[src/rtl/sg_pkg.sv]
// Shared types for the scatter-gather segment walker.
// Assumes link entries are 64 bits with the field positions below.
package sg_pkg;
    localparam int ENTRY_W   = 64;
    localparam int LEN_HI    = 63;
    localparam int LEN_LO    = 48;
    localparam int RET_BIT   = 41;
    localparam int CONT_BIT  = 40;
    localparam int ENTRY_ADR = 36;

    typedef enum logic [2:0] {
        ERR_NONE     = 3'd0,
        ERR_ZERO_LEN = 3'd1,
        ERR_CONT_LEN = 3'd2,
        ERR_MISMATCH = 3'd3,
        ERR_OVERRUN  = 3'd4
    } sg_err_e;

    typedef enum logic [2:0] {
        ST_IDLE, ST_REQ, ST_WAIT, ST_EMIT, ST_DONE
    } sg_state_e;
endpackage

[src/rtl/sg_entry_decode.sv]
// Classifies one fetched link entry against the running byte total.
// Purely combinational; assumes acc never exceeds plen on entry.
module sg_entry_decode #(
    parameter int ADDR_W = 36,
    parameter int LEN_W  = 16,
    localparam int ACC_W = LEN_W + 1
) (
    input  logic [sg_pkg::ENTRY_W-1:0] entry,
    input  logic [ACC_W-1:0]           acc,
    input  logic [LEN_W-1:0]           plen,
    output logic [ADDR_W-1:0]          ent_addr,
    output logic [LEN_W-1:0]           ent_len,
    output logic                       ent_final,
    output logic                       ent_cont,
    output logic [ACC_W-1:0]           acc_next,
    output sg_pkg::sg_err_e            ent_err
);
    import sg_pkg::*;

    logic rsvd_unused;

    // Field extraction
    always_comb begin
        ent_len     = entry[LEN_HI:LEN_LO];
        ent_final   = entry[RET_BIT];
        ent_cont    = entry[CONT_BIT];
        ent_addr    = entry[ADDR_W-1:0];
        rsvd_unused = ^{entry[LEN_LO-1:RET_BIT+1], entry[CONT_BIT-1:ADDR_W]};
        acc_next    = acc + ACC_W'(ent_len);
    end

    // Error classification in priority order
    always_comb begin
        ent_err = ERR_NONE;
        if (ent_cont) begin
            if (ent_len != '0) ent_err = ERR_CONT_LEN;
        end else if (ent_len == '0) begin
            ent_err = ERR_ZERO_LEN;
        end else if (ent_final) begin
            if (acc_next != ACC_W'(plen)) ent_err = ERR_MISMATCH;
        end else if (acc_next > ACC_W'(plen)) begin
            ent_err = ERR_OVERRUN;
        end
    end
endmodule

[src/rtl/sg_len_accum.sv]
// Running byte total of segments emitted in the current walk.
// Cleared at walk start, loaded with the decoder's sum on each accepted entry.
module sg_len_accum #(
    parameter int LEN_W  = 16,
    localparam int ACC_W = LEN_W + 1
) (
    input  logic             clk,
    input  logic             rst_n,
    input  logic             clear,
    input  logic             load,
    input  logic [ACC_W-1:0] acc_in,
    output logic [ACC_W-1:0] acc
);
    // Total register: clear wins over load
    always_ff @(posedge clk) begin
        if (!rst_n || clear) acc <= '0;
        else if (load)       acc <= acc_in;
    end
endmodule

[src/rtl/sg_walker.sv]
// Scatter-gather segment walker top. Emits the segment list of one parcel,
// either directly from the pointer or by walking chained 64-bit link tables.
// Assumes one read response per accepted request, returned in order.
module sg_walker #(
    parameter int ADDR_W = 36,
    parameter int LEN_W  = 16,
    localparam int ACC_W  = LEN_W + 1,
    localparam int STRIDE = sg_pkg::ENTRY_W / 8
) (
    input  logic                       clk,
    input  logic                       rst_n,
    input  logic                       start,
    input  logic [ADDR_W-1:0]          ptr_addr,
    input  logic                       ptr_indirect,
    input  logic [LEN_W-1:0]           parcel_len,
    input  logic                       scatter_mode,
    output logic                       rd_req_valid,
    input  logic                       rd_req_ready,
    output logic [ADDR_W-1:0]          rd_req_addr,
    input  logic                       rd_rsp_valid,
    input  logic [sg_pkg::ENTRY_W-1:0] rd_rsp_data,
    output logic                       seg_valid,
    input  logic                       seg_ready,
    output logic [ADDR_W-1:0]          seg_addr,
    output logic [LEN_W-1:0]           seg_len,
    output logic                       seg_last,
    output logic                       done,
    output logic [2:0]                 err_code,
    output logic                       gather_err,
    output logic                       scatter_err
);
    import sg_pkg::*;

    sg_state_e        state;
    logic [ADDR_W-1:0] fetch_addr;
    logic [ADDR_W-1:0] seg_addr_q;
    logic [LEN_W-1:0]  seg_len_q;
    logic              seg_last_q;
    logic [LEN_W-1:0]  plen_q;
    logic              mode_q;
    sg_err_e           err_q;

    logic [ACC_W-1:0]  acc, acc_next;
    logic [ADDR_W-1:0] ent_addr;
    logic [LEN_W-1:0]  ent_len;
    logic              ent_final, ent_cont;
    sg_err_e           ent_err;
    logic              rsp_take, acc_load, walk_clear;

    sg_entry_decode #(.ADDR_W(ADDR_W), .LEN_W(LEN_W)) u_dec (
        .entry(rd_rsp_data), .acc(acc), .plen(plen_q),
        .ent_addr(ent_addr), .ent_len(ent_len), .ent_final(ent_final),
        .ent_cont(ent_cont), .acc_next(acc_next), .ent_err(ent_err)
    );

    sg_len_accum #(.LEN_W(LEN_W)) u_acc (
        .clk(clk), .rst_n(rst_n), .clear(walk_clear), .load(acc_load),
        .acc_in(acc_next), .acc(acc)
    );

    // Handshake qualifiers shared by the FSM and the accumulator
    always_comb begin
        walk_clear = (state == ST_IDLE) && start;
        rsp_take   = (state == ST_WAIT) && rd_rsp_valid;
        acc_load   = rsp_take && (ent_err == ERR_NONE) && !ent_cont;
    end

    // Walk sequencer: fetch, classify, emit, finish
    always_ff @(posedge clk) begin
        if (!rst_n) begin
            state      <= ST_IDLE;
            fetch_addr <= '0;
            seg_addr_q <= '0;
            seg_len_q  <= '0;
            seg_last_q <= 1'b0;
            plen_q     <= '0;
            mode_q     <= 1'b0;
            err_q      <= ERR_NONE;
        end else begin
            case (state)
                ST_IDLE: if (start) begin
                    plen_q <= parcel_len;
                    mode_q <= scatter_mode;
                    err_q  <= ERR_NONE;
                    if (ptr_indirect) begin
                        fetch_addr <= ptr_addr;
                        state      <= ST_REQ;
                    end else if (parcel_len == '0) begin
                        err_q <= ERR_ZERO_LEN;
                        state <= ST_DONE;
                    end else begin
                        seg_addr_q <= ptr_addr;
                        seg_len_q  <= parcel_len;
                        seg_last_q <= 1'b1;
                        state      <= ST_EMIT;
                    end
                end
                ST_REQ: if (rd_req_ready) state <= ST_WAIT;
                ST_WAIT: if (rsp_take) begin
                    if (ent_err != ERR_NONE) begin
                        err_q <= ent_err;
                        state <= ST_DONE;
                    end else if (ent_cont) begin
                        fetch_addr <= ent_addr;
                        state      <= ST_REQ;
                    end else begin
                        seg_addr_q <= ent_addr;
                        seg_len_q  <= ent_len;
                        seg_last_q <= ent_final;
                        fetch_addr <= fetch_addr + ADDR_W'(STRIDE);
                        state      <= ST_EMIT;
                    end
                end
                ST_EMIT: if (seg_ready) state <= seg_last_q ? ST_DONE : ST_REQ;
                ST_DONE: state <= ST_IDLE;
                default: state <= ST_IDLE;
            endcase
        end
    end

    // Port mapping of the sequencer state
    always_comb begin
        rd_req_valid = (state == ST_REQ);
        rd_req_addr  = fetch_addr;
        seg_valid    = (state == ST_EMIT);
        seg_addr     = seg_addr_q;
        seg_len      = seg_len_q;
        seg_last     = seg_last_q;
        done         = (state == ST_DONE);
        err_code     = err_q;
        gather_err   = done && (err_q != ERR_NONE) && !mode_q;
        scatter_err  = done && (err_q != ERR_NONE) && mode_q;
    end


    seg_hold_chk: assert property (@(posedge clk) disable iff (!rst_n)
        seg_valid && !seg_ready |=> seg_valid && $stable(seg_addr) && $stable(seg_len) && $stable(seg_last));

    req_hold_chk: assert property (@(posedge clk) disable iff (!rst_n)
        rd_req_valid && !rd_req_ready |=> rd_req_valid && $stable(rd_req_addr));

    err_flag_onehot_chk: assert property (@(posedge clk) disable iff (!rst_n)
        $onehot0({gather_err, scatter_err}));

    done_pulse_chk: assert property (@(posedge clk) disable iff (!rst_n)
        done |=> !done);

    total_bound_chk: assert property (@(posedge clk) disable iff (!rst_n)
        seg_valid |-> acc <= ACC_W'(plen_q));

    last_total_chk: assert property (@(posedge clk) disable iff (!rst_n)
        seg_valid && seg_last && (acc != '0) |-> acc == ACC_W'(plen_q));
endmodule

[config.mk]
export PLATFORM = sky130hd
export DESIGN_NAME = sg_walker
export DESIGN_NICKNAME = d
export VERILOG_FILES = /design/src/rtl/sg_pkg.sv /design/src/rtl/sg_entry_decode.sv /design/src/rtl/sg_len_accum.sv /design/src/rtl/sg_walker.sv
export SDC_FILE = /design/constraint.sdc
export NUM_CORES = 1
export LEC_CHECK = 0
export BUFFER_PORTS_ARGS = -buffer_cell sky130_fd_sc_hd__buf_4
export CORE_UTILIZATION = 51
export DETAILED_ROUTE_END_ITERATION = 10
export PLACE_DENSITY = 0.8
export SETUP_SLACK_MARGIN = 0.1
export SLEW_MARGIN = 20
export SYNTH_ARGS = -nofsm -noshare
export SYNTH_HDL_FRONTEND = slang
export SYNTH_SLANG_ARGS = --single-unit
[constraint.sdc]
create_clock -name clk -period 11.44 [get_ports clk]
set_clock_uncertainty 0.05 [all_clocks]
set_input_delay 0 -clock clk [delete_from_list [all_inputs] [get_ports clk]]
set_output_delay 0 -clock clk [all_outputs]
set_load 0.02 [all_outputs]
==> summary by stage <==
Run status
The run finished with clean final reports.

Placed design
The placed cell count is ~1300. The routability congestion estimate is 0.9366. In this run the tool buffered the top-level ports with 210 buffer cells. The HPWL after detailed placement is 16660 µm. The placement-stage cell area is 9144 µm².

Drt
The first-pass detailed-route iteration total is 7. The final route contains between 9000 and 10000 vias. The wire length after detailed routing is approximately 28000 µm. In the routed layout, each cell is associated on average with a via count of 6.068. The residual antenna-violating net count after detailed routing is 0.

For this block, the initial DRC count from the detailed router was 833. The remaining routing DRC violations is 0. The routed wirelength normalized by instance count is 18.82 µm.

Critical path
STA classifies the critical path startpoint as a register. The data arrival time of the worst path is between 6 and 7 ns. The capturing element type of the critical path is a register. The worst setup path is of the register to register kind.

For the worst setup path, the data required time is between 10 and 15 ns. The largest driver fanout on the critical path is between 100 and 150.

Timing
For this run, the top clock speed supported by timing is ~160 MHz. Headroom to the max-slew limit came out at 23.86%. For the final routed database, the setup TNS stands at 0 ns. The final critical path takes up 55.33% of the cycle. The final-report hold violation count is 0. At the pin with the least slew margin, the transition time is 1.138 ns. The final number of max-transition violations is 0. Setup repair after global routing left no endpoint under its margin. Setup violations remaining at the end of the flow were counted as 0. The minimum period implied by the final worst setup slack is 6.330 ns.

Power and ir drop
The power share of the sequential group is 29.5%. The largest vdd supply drop is 0.1199 mV. The net switching share of the total power is 37.93%. The share of total power dissipated in combinational logic is roughly 40%. Summed over all cells, the static leakage comes to 4.913 nW. The power dissipated by switching net loads is 0.8187 mW. The internal power of the cells totals 1.340 mW. In this run the power density over the cells is 192.2 nW/µm². The clock share of power is 30.2%.

Floorplanning
The area enclosed by the die boundary is 15290 µm². Measured along the y axis, the die boundary spans 123.7 µm. The cell row count is 44.

In this run the horizontal extent of the chip is approximately 120 µm. Once the floorplan was initialized, standard cells occupied 52.13% of the core. The total area inside the core boundary comes to 14480 µm². The count of pins on the block boundary is 221.

Synth
The number of nets handed over by synthesis was 1151. The Yosys step of the flow raised 0 warnings. In the synthesized netlist the dominant register cell turns out to be dfxtp_1.

The area fraction of the dominant cell type after synthesis is 34.22%. The largest total area in the synthesized netlist belongs to dfxtp_1. For this run, the register share of the synthesized area comes to 34.22%.

After synthesis, the most frequently instantiated cells are nand2_1 (160), nor2_1 (136), dfxtp_1 (129). After synthesis, the cell types taking the most area are dfxtp_1 (34%), nand2_1 (8.0%), nor2_1 (6.8%). The synthesized design contains about 130 register bits. The share of flip-flops with an asynchronous set or reset is 0%. The most frequent cell after synthesis is nand2_1. The number of enable-type register cells in the synthesized netlist is 0. A synthesized cell averages roughly 7.6 µm². The count of cell types in the netlist is 67.

Synthesis produced a netlist whose cell count is 993. The cell area that synthesis handed to floorplanning was 7547 µm².

Clocking
The number of gates resized after CTS was 0. The number of buffers created by CTS is 17. TritonCTS built the clock tree. The sink count of the clock tree is 129. The H-tree depth is 4.

At the later pin of the worst-skew pair, clock insertion delay measures 0.43 ns. The clock tree root driver cell is clkbuf_16. After clock tree synthesis, the clock-pin slew on the worst setup and hold paths is 0.06 ns. The clock passes through at most 2 buffers.

Worst hold path
The min-delay analysis places its worst path in the category primary input to register.

Cells and area
The number of nets in the layout is 1459. The number of cells in the finished layout apart from fillers is 1498. The final core area utilization is 77.57%. The number of antenna diodes in the final layout is 0.

The filler cell count in the final layout is 1006. The synthesis-to-layout area growth is 48.81%. Cells with a size suffix above 1 make up 21.16% of the layout. After routing the design area is 11230 µm².

GRT
The total overflow left after global routing is 0. The initial antenna violation count is 0. Global routing consumed, over all layers together, 36.94% of the routing resources. The via count of the first global-routing pass is just under 9000. Entering global routing, the biggest net connects roughly 110 pins. The wire length of the first global-routing pass is 43530 µm.

Run
Max-cap violations in this run came to 0.
[power groups by stage]
stage,registers [mW],clock network (mW),logic [mW]
2_1_floorplan,0.718,0,0.400
3_3_place_gp,0.638,0,0.756
3_5_place_dp,0.641,0,0.768
4_1_cts,0.633,0.651,0.840
5_1_grt,0.651,0.673,0.930
6_report,0.638,0.651,0.869
[worst paths after layout]
check	from	endpoint	slack, ns	depth (start not counted)
setup / recovery	u_acc.acc[4]	seg_addr[22]	5.11	18
hold / removal	ptr_addr[1]	rd_req_addr[1]	0.02	4
setup reg to reg	u_acc.acc[4]	seg_addr[22]	5.11	18
hold reg to reg	plen_q[4]	plen_q[4]	0.41	2
[per-layer routing]
metal	wire (µm)	global-route usage (%)
met5	0	0
met4	1226	20.33
met3	2345	7.097
met2	13150	61.18
met1	11470	44.96
[stage by stage]
stage	power (mW)	hold WS [ns]	worst slack, ns
3_3_place_gp	1.394	0.2023	6.236
6_report	2.158	0.01769	5.110
4_1_cts	2.124	0.006998	5.562
3_5_place_dp	1.410	0.2143	6.128
5_1_grt	2.254	0.02957	4.865
2_1_floorplan	1.118	0.08596	7.440
[cell families after synthesis]
group	count (synthesis)	synth area share, %
fa+ha+maj	34	5.736
flops	129	34.22
simple gates	402	23.52
compound gates	284	25.94
xor+xnor	19	2.205
buf+inv	105	5.686
mux	20	2.686
[final cells by class]
type / instances / area, µm² / area share [%]
Sequential cell: 129 / 2582 / 22.99
Tap cell: 184 / 230.2 / 2.050
Timing Repair Buffer: 356 / 3018 / 26.87
Clock buffer: 18 / 439.2 / 3.910
Clock inverter: 14 / 260.3 / 2.317
Inverter: 38 / 142.6 / 1.270
Multi-Input combinational cell: 759 / 4558 / 40.59
[timing repair]
item / 4_1_cts / 5_1_grt
hold buffers: 138 / 0
buffers inserted: 0 / 0
hold endpoints to repair: 107 / 0
[cell usage in the layout (no fill, tap or decap), types with 4 or more instances in the layout]
master	count
nor4_1	9
and2_1	8
o311ai_0	6
a21o_1	10
o22ai_1	4
a31oi_1	7
clkbuf_16	17
o211ai_1	5
o21a_1	4
nor2_1	136
nor3_1	15
bufinv_16	7
nand3_1	28
dfxtp_1	129
a21oi_1	87
and3_1	8
a311oi_1	42
and4_1	7
o21ai_0	57
or3_1	6
nand4_1	8
xnor2_1	12
dlygate4sd3_1	138
o221a_2	12
buf_4	218
o211a_1	15
nand2_1	159
mux2i_1	18
xor2_1	7
ha_1	33
inv_1	37
o31ai_1	6
[flip-flops by register name, indices dropped and copies added (netlist names)]
signal,cells
plen_q,16
seg_last,1
seg_len,16
seg_addr,36
u_acc.acc,17
err_code,3
state,3
mode_q,1
rd_req_addr,36
[worst max-delay path: stages, from the launching register on]
cell	delay (ns)
dfxtp_1	0.31
ha_1	0.34
a2111oi_0	0.55
o31ai_1	0.23
a21oi_1	0.31
o311ai_0	0.21
a21oi_1	0.22
xnor2_1	0.13
ha_1	0.34
nand4_1	0.15
nor2_1	0.34
nand4_1	0.28
o22ai_1	0.31
nor2_1	0.20
o31ai_4	0.24
buf_4	0.83
nor2_1	0.12
a311oi_1	0.43
dlygate4sd3_1	0.62
Power figures use the tool's default switching activity.
